## src/rtl/dir_seq_pkg.sv

```systemverilog
// Shared definitions for the home directory write-miss sequencer.
// Assumes: state codes are visible at the top ports and must stay fixed.
package dir_seq_pkg;

    typedef enum logic [2:0] {
        ST_UNC   = 3'd0,  // no cached copy
        ST_SHR   = 3'd1,  // one or more sharer trees
        ST_EXC   = 3'd2,  // single exclusive owner in slot 0
        ST_RMWW  = 3'd3,  // read miss, waiting for owner writeback
        ST_WMWW  = 3'd4,  // write miss, waiting for owner writeback
        ST_WMINV = 3'd5   // write miss, invalidations outstanding
    } dir_state_e;

    // Reports whether a state is a transient wait state.
    function automatic logic is_transient(input dir_state_e s);
        return (s == ST_RMWW) || (s == ST_WMWW) || (s == ST_WMINV);
    endfunction

endpackage

```

## src/rtl/dir_ptr_array.sv

```systemverilog
// Pointer storage for one directory entry: pointer, valid flag and tree
// level per slot. Three update operations, highest priority first:
// set-owner, set-pair, load. Assumes NUM_PTRS >= 2 and that the caller
// raises at most one operation per cycle.
module dir_ptr_array #(
    parameter int NODE_W   = 4,
    parameter int NUM_PTRS = 4,
    parameter int LVL_W    = 4
) (
    input  logic                         clk,
    input  logic                         rst_n,
    input  logic                         own_set,
    input  logic [NODE_W-1:0]            own_node,
    input  logic                         pair_set,
    input  logic [NODE_W-1:0]            pair_n0,
    input  logic [NODE_W-1:0]            pair_n1,
    input  logic                         ld,
    input  logic [NUM_PTRS*NODE_W-1:0]   ld_ptr,
    input  logic [NUM_PTRS-1:0]          ld_vld,
    input  logic [NUM_PTRS*LVL_W-1:0]    ld_lvl,
    output logic [NUM_PTRS*NODE_W-1:0]   ptr,
    output logic [NUM_PTRS-1:0]          vld,
    output logic [NUM_PTRS*LVL_W-1:0]    lvl
);

    localparam logic [NUM_PTRS-1:0] VLD_OWN  = NUM_PTRS'(1);
    localparam logic [NUM_PTRS-1:0] VLD_PAIR = NUM_PTRS'(3);

    logic [NUM_PTRS*NODE_W-1:0] ptr_q;
    logic [NUM_PTRS-1:0]        vld_q;
    logic [NUM_PTRS*LVL_W-1:0]  lvl_q;

    // Applies the one requested update to the slot storage.
    always_ff @(posedge clk) begin
        if (!rst_n) begin
            ptr_q <= '0;
            vld_q <= '0;
            lvl_q <= '0;
        end else if (own_set) begin
            ptr_q                 <= '0;
            ptr_q[NODE_W-1:0]     <= own_node;
            vld_q                 <= VLD_OWN;
            lvl_q                 <= '0;
        end else if (pair_set) begin
            ptr_q                 <= '0;
            ptr_q[NODE_W-1:0]     <= pair_n0;
            ptr_q[2*NODE_W-1:NODE_W] <= pair_n1;
            vld_q                 <= VLD_PAIR;
            lvl_q                 <= '0;
        end else if (ld) begin
            ptr_q <= ld_ptr;
            vld_q <= ld_vld;
            lvl_q <= ld_lvl;
        end
    end

    assign ptr = ptr_q;
    assign vld = vld_q;
    assign lvl = lvl_q;

    // a set-owner leaves only slot 0 valid with cleared levels.
    assert_owner_only_slot0_R4: assert property (@(posedge clk) disable iff (!rst_n)
        own_set |=> (vld_q == VLD_OWN) && (lvl_q == '0) && (ptr_q[NODE_W-1:0] == $past(own_node)));

    // a set-pair leaves exactly slots 0 and 1 valid.
    assert_pair_two_slots_R7: assert property (@(posedge clk) disable iff (!rst_n)
        (pair_set && !own_set) |=> (vld_q == VLD_PAIR) && (lvl_q == '0));

endmodule

```

## src/rtl/dir_inv_planner.sv

```systemverilog
// Combinational planner: turns the pointer array into one invalidation
// per slot pair. The even root is the target and relays to the odd
// root; if the even slot is empty the odd root is targeted directly.
// Also counts how many acknowledgments the home must collect.
// Assumes NUM_PTRS is even.
module dir_inv_planner #(
    parameter int NODE_W   = 4,
    parameter int NUM_PTRS = 4,
    parameter int CNT_W    = 2,
    localparam int NPAIR   = NUM_PTRS / 2
) (
    input  logic [NUM_PTRS*NODE_W-1:0] ptr,
    input  logic [NUM_PTRS-1:0]        vld,
    output logic [NPAIR-1:0]           inv_vld,
    output logic [NPAIR*NODE_W-1:0]    inv_node,
    output logic [NPAIR-1:0]           rly_vld,
    output logic [NPAIR*NODE_W-1:0]    rly_node,
    output logic [CNT_W-1:0]           exp_cnt
);

    for (genvar p = 0; p < NPAIR; p++) begin : g_pair
        logic [NODE_W-1:0] even_ptr;
        logic [NODE_W-1:0] odd_ptr;
        assign even_ptr = ptr[(2*p)*NODE_W +: NODE_W];
        assign odd_ptr  = ptr[(2*p+1)*NODE_W +: NODE_W];
        // Picks the pair's target and the relay it must forward.
        assign inv_vld[p]                  = vld[2*p] | vld[2*p+1];
        assign inv_node[p*NODE_W +: NODE_W] = vld[2*p] ? even_ptr : odd_ptr;
        assign rly_vld[p]                  = vld[2*p] & vld[2*p+1];
        assign rly_node[p*NODE_W +: NODE_W] = (vld[2*p] & vld[2*p+1]) ? odd_ptr : '0;
    end

    // Counts pairs that will answer with one acknowledgment each.
    always_comb begin
        exp_cnt = '0;
        for (int p = 0; p < NPAIR; p++) begin
            exp_cnt = exp_cnt + CNT_W'(inv_vld[p]);
        end
    end

endmodule

```

## src/rtl/dir_ack_counter.sv

```systemverilog
// Down-counter of outstanding invalidation acknowledgments.
// Assumes the controller only decrements while a count is loaded.
module dir_ack_counter #(
    parameter int CNT_W = 2
) (
    input  logic             clk,
    input  logic             rst_n,
    input  logic             ld,
    input  logic [CNT_W-1:0] ld_val,
    input  logic             dec,
    output logic             last
);

    logic [CNT_W-1:0] cnt_q;

    // Loads the expected count or retires one acknowledgment.
    always_ff @(posedge clk) begin
        if (!rst_n) begin
            cnt_q <= '0;
        end else if (ld) begin
            cnt_q <= ld_val;
        end else if (dec && (cnt_q != '0)) begin
            cnt_q <= cnt_q - CNT_W'(1);
        end
    end

    assign last = (cnt_q == CNT_W'(1));

    // no acknowledgment is accepted when none is outstanding.
    assert_no_underflow_R3: assert property (@(posedge clk) disable iff (!rst_n)
        dec |-> (cnt_q != '0));

    // a load for an invalidation round is never zero.
    assert_load_nonzero_R3: assert property (@(posedge clk) disable iff (!rst_n)
        ld |-> (ld_val != '0));

endmodule

```

## src/rtl/dir_home_wm_seq.sv

```systemverilog
// Home-side sequencer for one directory entry. Serves write misses by
// invalidating sharer-tree roots pair-wise and granting after all
// expected acknowledgments; serves misses to an exclusive entry through
// a writeback wait; rejects requests while a wait is in progress.
// Assumes at most one request, one acknowledgment and one writeback
// strobe per cycle. All output strobes are registered one-cycle pulses.
module dir_home_wm_seq
    import dir_seq_pkg::*;
#(
    parameter int NODE_W   = 4,
    parameter int NUM_PTRS = 4,
    parameter int LVL_W    = 4
) (
    input  logic                              clk,
    input  logic                              rst_n,
    input  logic                              req_valid,
    input  logic                              req_write,
    input  logic [NODE_W-1:0]                 req_node,
    input  logic                              ack_valid,
    input  logic                              wb_valid,
    input  logic                              dir_ld,
    input  logic [NUM_PTRS*NODE_W-1:0]        dir_ld_ptr,
    input  logic [NUM_PTRS-1:0]               dir_ld_vld,
    input  logic [NUM_PTRS*LVL_W-1:0]         dir_ld_lvl,
    output logic [NUM_PTRS/2-1:0]             inv_valid,
    output logic [(NUM_PTRS/2)*NODE_W-1:0]    inv_node,
    output logic [NUM_PTRS/2-1:0]             relay_valid,
    output logic [(NUM_PTRS/2)*NODE_W-1:0]    relay_node,
    output logic                              wb_req_valid,
    output logic [NODE_W-1:0]                 wb_req_node,
    output logic                              grant_valid,
    output logic                              grant_excl,
    output logic [NODE_W-1:0]                 grant_node,
    output logic                              nack_valid,
    output logic [NODE_W-1:0]                 nack_node,
    output logic [NUM_PTRS*NODE_W-1:0]        dir_ptr,
    output logic [NUM_PTRS-1:0]               dir_vld,
    output logic [NUM_PTRS*LVL_W-1:0]         dir_lvl,
    output logic [2:0]                        dir_state
);

    localparam int NPAIR = NUM_PTRS / 2;
    localparam int CNT_W = $clog2(NPAIR + 1);

    dir_state_e state_q, state_d;
    logic [NODE_W-1:0] pend_q, pend_d;
    logic [NODE_W-1:0] owner;

    logic own_set, pair_set, ld_acc, cnt_ld, cnt_dec, cnt_last, issue;
    logic [NODE_W-1:0] own_node;
    logic grant_d, gexcl_d, wbr_d, nack_d;
    logic [NODE_W-1:0] gnode_d;

    logic [NPAIR-1:0]        p_inv_vld, p_rly_vld;
    logic [NPAIR*NODE_W-1:0] p_inv_node, p_rly_node;
    logic [CNT_W-1:0]        p_exp_cnt;

    dir_ptr_array #(.NODE_W(NODE_W), .NUM_PTRS(NUM_PTRS), .LVL_W(LVL_W)) u_ptrs (
        .clk      (clk),
        .rst_n    (rst_n),
        .own_set  (own_set),
        .own_node (own_node),
        .pair_set (pair_set),
        .pair_n0  (owner),
        .pair_n1  (pend_q),
        .ld       (ld_acc),
        .ld_ptr   (dir_ld_ptr),
        .ld_vld   (dir_ld_vld),
        .ld_lvl   (dir_ld_lvl),
        .ptr      (dir_ptr),
        .vld      (dir_vld),
        .lvl      (dir_lvl)
    );

    dir_inv_planner #(.NODE_W(NODE_W), .NUM_PTRS(NUM_PTRS), .CNT_W(CNT_W)) u_plan (
        .ptr      (dir_ptr),
        .vld      (dir_vld),
        .inv_vld  (p_inv_vld),
        .inv_node (p_inv_node),
        .rly_vld  (p_rly_vld),
        .rly_node (p_rly_node),
        .exp_cnt  (p_exp_cnt)
    );

    dir_ack_counter #(.CNT_W(CNT_W)) u_acks (
        .clk    (clk),
        .rst_n  (rst_n),
        .ld     (cnt_ld),
        .ld_val (p_exp_cnt),
        .dec    (cnt_dec),
        .last   (cnt_last)
    );

    assign owner   = dir_ptr[NODE_W-1:0];
    assign cnt_dec = ack_valid && (state_q == ST_WMINV);

    // Decides the next state, directory update and output pulses.
    always_comb begin
        state_d  = state_q;
        pend_d   = pend_q;
        own_set  = 1'b0;
        own_node = pend_q;
        pair_set = 1'b0;
        ld_acc   = 1'b0;
        cnt_ld   = 1'b0;
        issue    = 1'b0;
        grant_d  = 1'b0;
        gexcl_d  = 1'b0;
        gnode_d  = req_node;
        wbr_d    = 1'b0;
        nack_d   = req_valid && is_transient(state_q);
        case (state_q)
            ST_UNC, ST_SHR: begin
                if (req_valid) begin
                    if (req_write && (|dir_vld)) begin
                        state_d = ST_WMINV;
                        issue   = 1'b1;
                        cnt_ld  = 1'b1;
                        pend_d  = req_node;
                    end else if (req_write) begin
                        grant_d  = 1'b1;
                        gexcl_d  = 1'b1;
                        own_set  = 1'b1;
                        own_node = req_node;
                        state_d  = ST_EXC;
                    end else begin
                        grant_d = 1'b1;
                    end
                end else if (dir_ld) begin
                    ld_acc  = 1'b1;
                    state_d = (|dir_ld_vld) ? ST_SHR : ST_UNC;
                end
            end
            ST_EXC: begin
                if (req_valid) begin
                    if (req_node == owner) begin
                        grant_d = 1'b1;
                        gexcl_d = 1'b1;
                    end else begin
                        wbr_d   = 1'b1;
                        pend_d  = req_node;
                        state_d = req_write ? ST_WMWW : ST_RMWW;
                    end
                end
            end
            ST_RMWW: begin
                if (wb_valid) begin
                    grant_d  = 1'b1;
                    gnode_d  = pend_q;
                    pair_set = 1'b1;
                    state_d  = ST_SHR;
                end
            end
            ST_WMWW: begin
                if (wb_valid) begin
                    grant_d = 1'b1;
                    gexcl_d = 1'b1;
                    gnode_d = pend_q;
                    own_set = 1'b1;
                    state_d = ST_EXC;
                end
            end
            ST_WMINV: begin
                if (ack_valid && cnt_last) begin
                    grant_d = 1'b1;
                    gexcl_d = 1'b1;
                    gnode_d = pend_q;
                    own_set = 1'b1;
                    state_d = ST_EXC;
                end
            end
            default: state_d = ST_UNC;
        endcase
    end

    // Registers state, pending requester and all output pulses.
    always_ff @(posedge clk) begin
        if (!rst_n) begin
            state_q      <= ST_UNC;
            pend_q       <= '0;
            inv_valid    <= '0;
            inv_node     <= '0;
            relay_valid  <= '0;
            relay_node   <= '0;
            wb_req_valid <= 1'b0;
            wb_req_node  <= '0;
            grant_valid  <= 1'b0;
            grant_excl   <= 1'b0;
            grant_node   <= '0;
            nack_valid   <= 1'b0;
            nack_node    <= '0;
        end else begin
            state_q      <= state_d;
            pend_q       <= pend_d;
            inv_valid    <= issue ? p_inv_vld : '0;
            inv_node     <= issue ? p_inv_node : '0;
            relay_valid  <= issue ? p_rly_vld : '0;
            relay_node   <= issue ? p_rly_node : '0;
            wb_req_valid <= wbr_d;
            wb_req_node  <= owner;
            grant_valid  <= grant_d;
            grant_excl   <= gexcl_d;
            grant_node   <= gnode_d;
            nack_valid   <= nack_d;
            nack_node    <= req_node;
        end
    end

    assign dir_state = state_q;

    // no grant is ever visible while acknowledgments are pending.
    assert_no_grant_while_inv_R3: assert property (@(posedge clk) disable iff (!rst_n)
        (state_q == ST_WMINV) |-> !grant_valid);

    // every request seen in a wait state is answered with a retry.
    assert_busy_nack_R8: assert property (@(posedge clk) disable iff (!rst_n)
        (req_valid && is_transient(state_q)) |=> (nack_valid && (nack_node == $past(req_node))));

    // invalidations only accompany entry into the invalidating state.
    assert_inv_in_wminv_R2: assert property (@(posedge clk) disable iff (!rst_n)
        (|inv_valid) |-> (state_q == ST_WMINV));

    // a relay is only attached to a pair that sends an invalidation.
    assert_relay_has_root_R2: assert property (@(posedge clk) disable iff (!rst_n)
        ((relay_valid & ~inv_valid) == '0));

    // an exclusive grant leaves the grantee alone in slot 0.
    assert_excl_grant_owner_R4: assert property (@(posedge clk) disable iff (!rst_n)
        (grant_valid && grant_excl) |-> ((state_q == ST_EXC) && dir_vld[0] && (owner == grant_node)));

endmodule

```

## config.mk

```make
export PLATFORM = sky130hd
export DESIGN_NAME = dir_home_wm_seq
export DESIGN_NICKNAME = d
export VERILOG_FILES = /design/src/rtl/dir_seq_pkg.sv /design/src/rtl/dir_ptr_array.sv /design/src/rtl/dir_inv_planner.sv /design/src/rtl/dir_ack_counter.sv /design/src/rtl/dir_home_wm_seq.sv
export SDC_FILE = /design/constraint.sdc
export NUM_CORES = 1
export LEC_CHECK = 0
export ABC_AREA = 1
export BUFFER_PORTS_ARGS = -buffer_cell sky130_fd_sc_hd__buf_2
export CORE_ASPECT_RATIO = 1.1
export CORE_MARGIN = 3
export CORE_UTILIZATION = 35
export CTS_BUF_LIST = sky130_fd_sc_hd__clkbuf_16
export CTS_CLUSTER_DIAMETER = 200
export DETAILED_ROUTE_END_ITERATION = 10
export PLACE_DENSITY_LB_ADDON = 0.1
export SETUP_SLACK_MARGIN = 0.3
export SLEW_MARGIN = 25
export SYNTH_ARGS = -nofsm -noshare
export SYNTH_HDL_FRONTEND = slang
export SYNTH_SLANG_ARGS = --single-unit
export TNS_END_PERCENT = 5
```

## constraint.sdc

```tcl
create_clock -name clk -period 2.05 [get_ports clk]
set_input_delay 0 -clock clk [delete_from_list [all_inputs] [get_ports clk]]
set_output_delay 0 -clock clk [all_outputs]
set_load 0.005 [all_outputs]
```

# Word level (Yosys, flattened, before mapping)
# Cells that the tools add are included.
dict set report word_totals {
  ff_bits 81
  input_bits 47
  output_inout_bits 75
}
dict set report classes {
  addsub 2
  mux 54
  n_bitwise 5
  n_reduce_logical 27
  n_eq_ne 17
}
# cell count
set op_table {}
lappend op_table {{4-bit 2-to-1 mux} 13}
lappend op_table {{3-bit 2-to-1 mux} 10}
lappend op_table {{1-bit 2-to-1 mux} 19}
lappend op_table {{8-bit 2-to-1 mux} 2}
lappend op_table {{4-bit one-hot mux with 2 select lines} 2}
lappend op_table {{3-bit one-hot mux with 5 select lines} 1}
lappend op_table {{2-bit != test (second input constant)} 7}
lappend op_table {{2-bit nonzero test} 5}
lappend op_table {{3-bit AND reduction} 3}
lappend op_table {{2-bit 2-to-1 mux} 4}
lappend op_table {{1-bit one-hot mux with 4 select lines} 2}
lappend op_table {{4-bit OR reduction} 2}
lappend op_table {{7-bit AND reduction} 1}
lappend op_table {{3-bit by 2-bit equality test with 1-bit output (second input constant)} 2}
lappend op_table {{3-bit equality test (second input constant)} 2}
lappend op_table {{2-bit OR reduction} 3}
lappend op_table {{1-bit logical AND} 5}
lappend op_table {{5-bit AND reduction} 1}
lappend op_table {{4-bit equality test} 1}
lappend op_table {{4-bit != test (second input constant)} 1}
lappend op_table {{2-bit AND reduction} 2}
lappend op_table {{3-bit by 1-bit equality test with 1-bit output (second input constant)} 1}
lappend op_table {{3-bit logical NOT} 1}
lappend op_table {{3-bit != test (second input constant)} 1}
lappend op_table {{other kinds (11)} 14}

# Logic depth before layout (Yosys ltp)
# Gate-level depths: netlist of run 1.
dict set report depth {
  ltp_word 7
  ltp_mapped 12
  depth_no_buf 11
}

# Hierarchy
# A second synthesis of run 1 with hierarchy kept.
dict set report unflattened {
  cells_unflattened 518
  area_unflattened_um2 3475.8
}
# mod cells_per_inst instances area_per_inst_um2
set modules_own_cells {}
lappend modules_own_cells {dir_home_wm_seq 236 1 1681.6}
lappend modules_own_cells {dir_ptr_array 208 1 1442.6}
lappend modules_own_cells {dir_inv_planner 49 1 202.7}
lappend modules_own_cells {dir_ack_counter 25 1 148.9}

# Worst setup path after synthesis of run 1
# OpenSTA, ideal clock, no wires.
dict set report synth_timing {
  path_type {register to register}
  start {register u_ptrs.vld_q[2], in the netlist u_ptrs.vld[2]}
  end {register u_ptrs.lvl_q[0], in the netlist u_ptrs.lvl[0]}
  path_stages_with_launch 10
  setup_slack_ns 0.264
  t_required_ns 1.984
  arrival_time_ns 1.720
  period_less_slack_ns 1.786
  path_buffers 2
  path_cell_list {dfxtp_1 clkbuf_1 nor2_1 ha_1 nand4_4 nand3_4 nor2_8 nand2_8 buf_12 a21oi_2}
}
dict set report synth_via {
  elab_chain_cells 6
}
# item line_no
set synth_lines {}
lappend synth_lines {{from (decl)} dir_ptr_array.sv:30} ;# logic [NUM_PTRS-1:0] vld_q;
lappend synth_lines {{from (signal assigned)} dir_ptr_array.sv:52} ;# vld_q <= ld_vld;
lappend synth_lines {{4-bit OR reduction} dir_home_wm_seq.sv:115} ;# if (req_write && (|dir_vld)) begin
lappend synth_lines {{1-bit logical AND} dir_home_wm_seq.sv:115}
lappend synth_lines {{1-bit 2-to-1 mux} dir_home_wm_seq.sv:115}
lappend synth_lines {{1-bit 2-to-1 mux} dir_home_wm_seq.sv:114} ;# if (req_valid) begin
lappend synth_lines {{1-bit one-hot mux with 3 select lines} dir_home_wm_seq.sv:112} ;# case (state_q)
lappend synth_lines {{3-bit OR reduction (no source line)} n/a}
lappend synth_lines {{to (signal assigned)} dir_ptr_array.sv:53} ;# lvl_q <= ld_lvl;
lappend synth_lines {{to (decl)} dir_ptr_array.sv:31} ;# logic [NUM_PTRS*LVL_W-1:0] lvl_q;
# Every way passes these cells.
# A chain may end at the register's enable or synchronous reset.

# Final worst setup path of run 1
dict set report layout_timing {
  start {register u_ptrs.vld_q[3], in the netlist u_ptrs.vld[3]}
  end {register u_ptrs.lvl_q[13], in the netlist u_ptrs.lvl[13]}
}
# Same word-level chain as after synthesis.

==> results of run 1 <==
## worst max-delay path: cells and delay by family, from the launching register on
family | cells | cell delay (ps)
AO/OA/AOI/OAI | 1 | 150
adder cells (fa/ha/maj) | 1 | 240
flip-flops | 1 | 400
AND/OR/NAND/NOR | 5 | 790
## repair_timing
| item | CTS | global route |
|---|---|---|
| hold buffers | 36 | 0 |
| hold endpoints to repair | 44 | 0 |
| gates resized for setup | 0 | 5 |
| endpoints found under the setup margin | 0 | 58 |
## state kept, by name (all words and copies together), names as in the netlist, 4 cells and up
signal and cells:
u_ptrs.lvl 16, u_ptrs.ptr 16, u_ptrs.vld 4, inv_node 8
wb_req_node 4, nack_node 4, relay_node 8, pend_q 4
grant_node 4
## kinds of logic (layout without fill, tap and decap cells)
group,after synthesis,after routing,share of synthesized area [%]
compound gates,64,64,12.5
buf+inv,67,230,8.82
fa+ha+maj,4,4,1.47
simple gates,221,222,29.4
xor+xnor,1,1,0.257
flops,81,81,47.6
## layout make-up
cell class | instances | share of cell area, %
Clock buffer | 9 | 4.69
Clock inverter | 7 | 1.98
Inverter | 52 | 4.06
Multi-Input combinational cell | 291 | 31.3
Sequential cell | 81 | 33.7
Tap cell | 117 | 3.05
Timing Repair Buffer | 162 | 21.1
## power by group
group	leakage [nW]	switching (mW)	internal [mW]	total, mW
combinational	1.55	0.981	0.619	1.60
sequential	0.660	0.218	1.81	2.02
clock	0.156	0.640	1.07	1.71
## layout by cell type (no fill, tap or decap), drive strengths merged
master	count
ha	4
inv	54
dlygate4sd3	36
o211ai	5
o2bb2ai	2
xor2	1
bufinv	2
o21bai	1
nor4	1
and2	1
clkinv	2
buf	126
o22ai	1
a31oi	1
o21ai	11
nand2	128
nor2	61
or2	1
o221ai	1
nor3	1
clkbuf	9
clkinvlp	1
a21oi	42
dfxtp	81
nand4	8
nand3	21
## layer usage
metal	global-route usage, %	vias to the layer above	part of all wire [%]
met5	0	-	0
met4	5.68	0	1.7
met3	5.65	13	6.2
met2	27.3	86	46
met1	22.1	1471	46
li1	-	1698	-
## final timing paths
check                             start                          end  slack [ps]  depth (start not counted)
max          u_ptrs.vld[3]$_SDFFE_PP0P_  u_ptrs.lvl[13]$_SDFFE_PP0P_         390                          7
min                       dir_ld_ptr[3]   u_ptrs.ptr[3]$_SDFFE_PN0P_          10                          5
max reg2reg  u_ptrs.vld[3]$_SDFFE_PP0P_  u_ptrs.lvl[13]$_SDFFE_PP0P_         390                          7
min reg2reg  u_ptrs.lvl[9]$_SDFFE_PP0P_   u_ptrs.lvl[9]$_SDFFE_PP0P_         470                          2
## per-stage QoR
stage                     cell area [um2]  std cells
after floorplan                      3410        438
after global placement               4100        666
after detailed placement             4100        666
after CTS                            4780        718
after global routing                 4810        719
final                                4810        719
==> results.toml, run 1 <==
[clock_tree]
tritoncts = "done"
numClockSinks = 81
ctsHtreeMaxLevel = 3
tritoncts.num_buffers = 9
cts_setup_buffers = 0
worstSkewPairLatency_ps = 330
cts.path.max_buffers = 2
clock_tree.root_cell = "sky130_fd_sc_hd__clkbuf_16"
clkSlewWorstSetupHoldPaths_ps = 60

[place]
place_congestion = 0.829
detailed_placement_wirelength_estimate_mm = 6.74
dp_slack_ps = 325
portBuffers = 121

[setup_path]
critPathMaxFanout = 13
critical_path.endpoint_type = "register"
crit_path_max_incr_delay_ps = 400
criticalPathCategory = "reg2reg"
critical_path.cell_chain = "nor2_2 > ha_1 > nand4_4 > nand3_4 > nor2_8 > nand2_4 > a21oi_2"
critical_path.slowest_cell = "sky130_fd_sc_hd__dfxtp_1"
critPathRequiredTime_ps = 2320
worst_setup_path_start_kind = "register"
cp_data_arrival_time_ps = 1930

[synthesis]
synth.most_common_cell = "sky130_fd_sc_hd__nand2_1"
mapped_cells = 438
ys_top_cells_by_count = "126 x sky130_fd_sc_hd__nand2_1, 81 x sky130_fd_sc_hd__dfxtp_1, 57 x sky130_fd_sc_hd__nor2_1, 47 x sky130_fd_sc_hd__inv_1, 22 x sky130_fd_sc_hd__a21oi_1"
synth_sequential_area_ratio_pct = 47.6
netlist-cell-type-count = 35
synthesis.yosys.warnings = 0
avgSynthCellArea_um2 = 7.77
synth_fp_nets = 489
dominantRegCellSynth = "sky130_fd_sc_hd__dfxtp_1"
synth_top_cell_by_area = "sky130_fd_sc_hd__dfxtp_1"
syn_area_um2 = 3400
asyncSetResetFlopFracSynth_pct = 0
number_of_enable_type_register_cells_in_the_synthesized_netlist = 0
ys_seq_elements = 81
netlist_top_cells_area = "sky130_fd_sc_hd__dfxtp_1 48%, sky130_fd_sc_hd__nand2_1 14%, sky130_fd_sc_hd__nor2_1 6.3%"
post-synth-top-area-fraction_pct = 47.6

[cells_and_area]
drive_gt1_share_pct = 30.9
diodes = 0
final_core_util_pct = 51.1
register_area_um2 = 1620
design.final.nets = 648
multi_input_comb_area_um2 = 1510
area.growth.synth_to_final_pct = 41.2
n_fill_cell = 939

[timing]
max_slew_margin_vs_limit_pct = 75.4
setup_tns_ps = 0
tightestPinTransition_ps = 369
hold_ws_ps = 13.0
period_share_pct = 80.9
final_max_slew_viol_count = 0
maxClockFrequency_mhz = 603
period_needed_ps = 1660
worst_clock_skew_ps = 7.65
final.setup.worst_slack_ps = 392
timing.final.setup_violations = 0
unrepaired_setup_endpoints_after_global_routing = "true"
timing_hold_violations_final = 0

[pwr]
p_per_area_nw_per_um2 = 1110
finalPower_mw = 5.33
power.static_leakage_nw = 2.36
vdd_drop_max_mv = 0.403

[floorplanning]
boundaryPins = 122
core_um2 = 9400
die-width_um = 100
initial_core_util_pct = 36.2
die_height_um = 109
std_cell_rows = 37
design.die.area_um2 = 10900

[drt]
drt_iter0_markers = 118
num_vias = 3268
drt_first_pass_iters = 4
detail_route.wl_per_cell_um = 13.3
avgViaCountPerCell = 4.55
antenna_violating_nets_post_route = 0
post_route_drc = 0
routed_wirelength_mm = 9.55

[global_route]
grtUsageTotal_pct = 17.2
first_global_vias = 3044
grt_pass1_wl_mm = 14.8
antenna_found_initial = 0
grt_start_max_net_pins = 28
grt_remaining_overflow = 0

[status]
run_status = "finished clean"

[min_path]
min-delay-path-class = "in2reg"

[flow_run]
max_cap_viol_count = 0
Note: power is estimated with default switching activity, not from simulation.
==> run 2, diff against run 1 <==
==> constraint.sdc (replaced) <==
create_clock -name clk -period 1.7 [get_ports clk]
set_input_delay 0 -clock clk [delete_from_list [all_inputs] [get_ports clk]]
set_output_delay 0 -clock clk [all_outputs]
set_load 0.005 [all_outputs]
==> run 2 against run 1 <==
  * Core utilization grew 3.0 points
  * Routed wire length grew 2.7%
  * Final cell count grew 2.4%
  * Via count grew 1.9%
  * Largest cell class unchanged
  * Die area is the same
  * Total power grew 29%
  * Combinational power grew 43%
  * Register-to-register slack lost 100 ps
  * Worst setup slack lost 100 ps
  * Clock power grew 21%
  * Sequential share of layout area shrank 1.5 points
==> results.toml, run 2 (synthesis gave the netlist of run 1 again) <==
[drt]
avgViaCountPerCell = 4.53
routed_wirelength_mm = 9.81
num_vias = 3331
antenna_violating_nets_post_route = 0
drt_first_pass_iters = 4
post_route_drc = 0
detail_route.wl_per_cell_um = 13.3
drt_iter0_markers = 114

[pwr]
power.static_leakage_nw = 2.46
vdd_drop_max_mv = 0.573
p_per_area_nw_per_um2 = 1350

[cells_and_area]
area.growth.synth_to_final_pct = 49.5
drive_gt1_share_pct = 35.9
fin_cells = 736
multi_input_comb_area_um2 = 1640
layout.cells.most_common = "sky130_fd_sc_hd__nand2_1"
design.final.nets = 665
register_area_um2 = 1640
final_core_util_pct = 54.2
diodes = 0
layout.cells.most_common_list = "124 x sky130_fd_sc_hd__nand2_1, 121 x sky130_fd_sc_hd__buf_2, 72 x sky130_fd_sc_hd__dfxtp_1"
n_fill_cell = 908

[setup_path]
critical_path.endpoint_type = "register"
cp_data_arrival_time_ps = 1680
critPathRequiredTime_ps = 1970
critPathMaxFanout = 8
criticalPathCategory = "reg2reg"
worst_setup_path_start_kind = "register"

[place]
detailed_placement_wirelength_estimate_mm = 6.82
dp_slack_ps = 34.7
placed_cells = 670
portBuffers = 121
place_congestion = 0.824

[clock_tree]
clkSlewWorstSetupHoldPaths_ps = 60
ctsHtreeMaxLevel = 3
numClockSinks = 81
tritoncts.num_buffers = 9
worstSkewPairLatency_ps = 340
clock_tree.root_cell = "sky130_fd_sc_hd__clkbuf_16"
tritoncts = "done"
cts.path.max_buffers = 2

[timing]
hold_ws_ps = 85.9
tightestPinTransition_ps = 483
max_slew_margin_vs_limit_pct = 67.8
timing.final.setup_violations = 0
final.setup.worst_slack_ps = 292
period_needed_ps = 1410
timing_hold_violations_final = 0
maxClockFrequency_mhz = 710
unrepaired_setup_endpoints_after_global_routing = "true"
setup_tns_ps = 0
worst_clock_skew_ps = 6.48
final_max_slew_viol_count = 0
period_share_pct = 82.8

[floorplanning]
core_um2 = 9400
die-width_um = 100
initial_core_util_pct = 36.2
design.die.area_um2 = 10900
boundaryPins = 122
std_cell_rows = 37
die_height_um = 109

[global_route]
grt_start_max_net_pins = 31
grt_pass1_wl_mm = 15.2
grt_remaining_overflow = 0
grtUsageTotal_pct = 17.9
antenna_found_initial = 0
first_global_vias = 3151

[status]
run_status = "finished clean"

[flow_run]
max_cap_viol_count = 0

[min_path]
min-delay-path-class = "in2reg"
[run 2: layer usage]
metal	vias to the layer above	GRT usage [%]	routed length, um
met5	-	0	0
met1	1500	22.7	4580
met3	9	5.52	633
met2	86	29.0	4480
li1	1736	-	-
met4	0	5.77	111
[run 2: worst max-delay path: stages (launching register included)]
cell                      delay [ps]
sky130_fd_sc_hd__dfxtp_2         330
sky130_fd_sc_hd__inv_2            50
sky130_fd_sc_hd__ha_4            160
sky130_fd_sc_hd__nand4_4         110
sky130_fd_sc_hd__nand3_4         160
sky130_fd_sc_hd__nor2_8          130
sky130_fd_sc_hd__buf_12          160
sky130_fd_sc_hd__nand2_8          90
sky130_fd_sc_hd__a21oi_1         150
[run 2: where the power goes]
part / leakage (nW) / switching, mW / internal, mW
logic: 1.65 / 1.34 / 0.954
registers: 0.664 / 0.282 / 2.21
clock network: 0.149 / 0.787 / 1.29
[run 2: path summary, 6_finish.rpt]
kind                           startpoint                          to  cells past startpoint  slack (ps)
max          u_acks.cnt_q[1]$_SDFFE_PN0P_  u_ptrs.ptr[9]$_SDFFE_PP0P_                      8         290
min                                 rst_n       grant_excl$_SDFF_PN0_                      3          90
max reg2reg  u_acks.cnt_q[1]$_SDFFE_PN0P_  u_ptrs.ptr[9]$_SDFFE_PP0P_                      8         290
min reg2reg    u_ptrs.lvl[7]$_SDFFE_PP0P_  u_ptrs.lvl[7]$_SDFFE_PP0P_                      2         470
[run 2: layout make-up]
| cell class | count | share of cell area (%) |
|---|---|---|
| timing repair buffer | 177 | 22.5 |
| clock inverter | 7 | 1.87 |
| clock buffer | 9 | 4.42 |
| sequential | 81 | 32.3 |
| multi-input combinational | 293 | 32.2 |
| tap | 117 | 2.88 |
| inverter | 52 | 3.88 |
[run 2: stage by stage]
stage                     cell area, um2  total power [mW]
after floorplan                     3450              3.81
after global placement              4150              4.39
after detailed placement            4150              4.41
after CTS                           5040              6.85
after global routing                5090              7.29
final                               5090              6.85
[run 2: what timing repair did]
action | 4_1_cts | 5_1_grt
setup endpoints to repair | 71 | 64
setup buffers | 6 | 2
cloned | 3 | 0
pin swaps | 5 | 5
resized for setup | 25 | 10
hold buffers | 39 | 0
endpoints found under the hold margin | 47 | 0
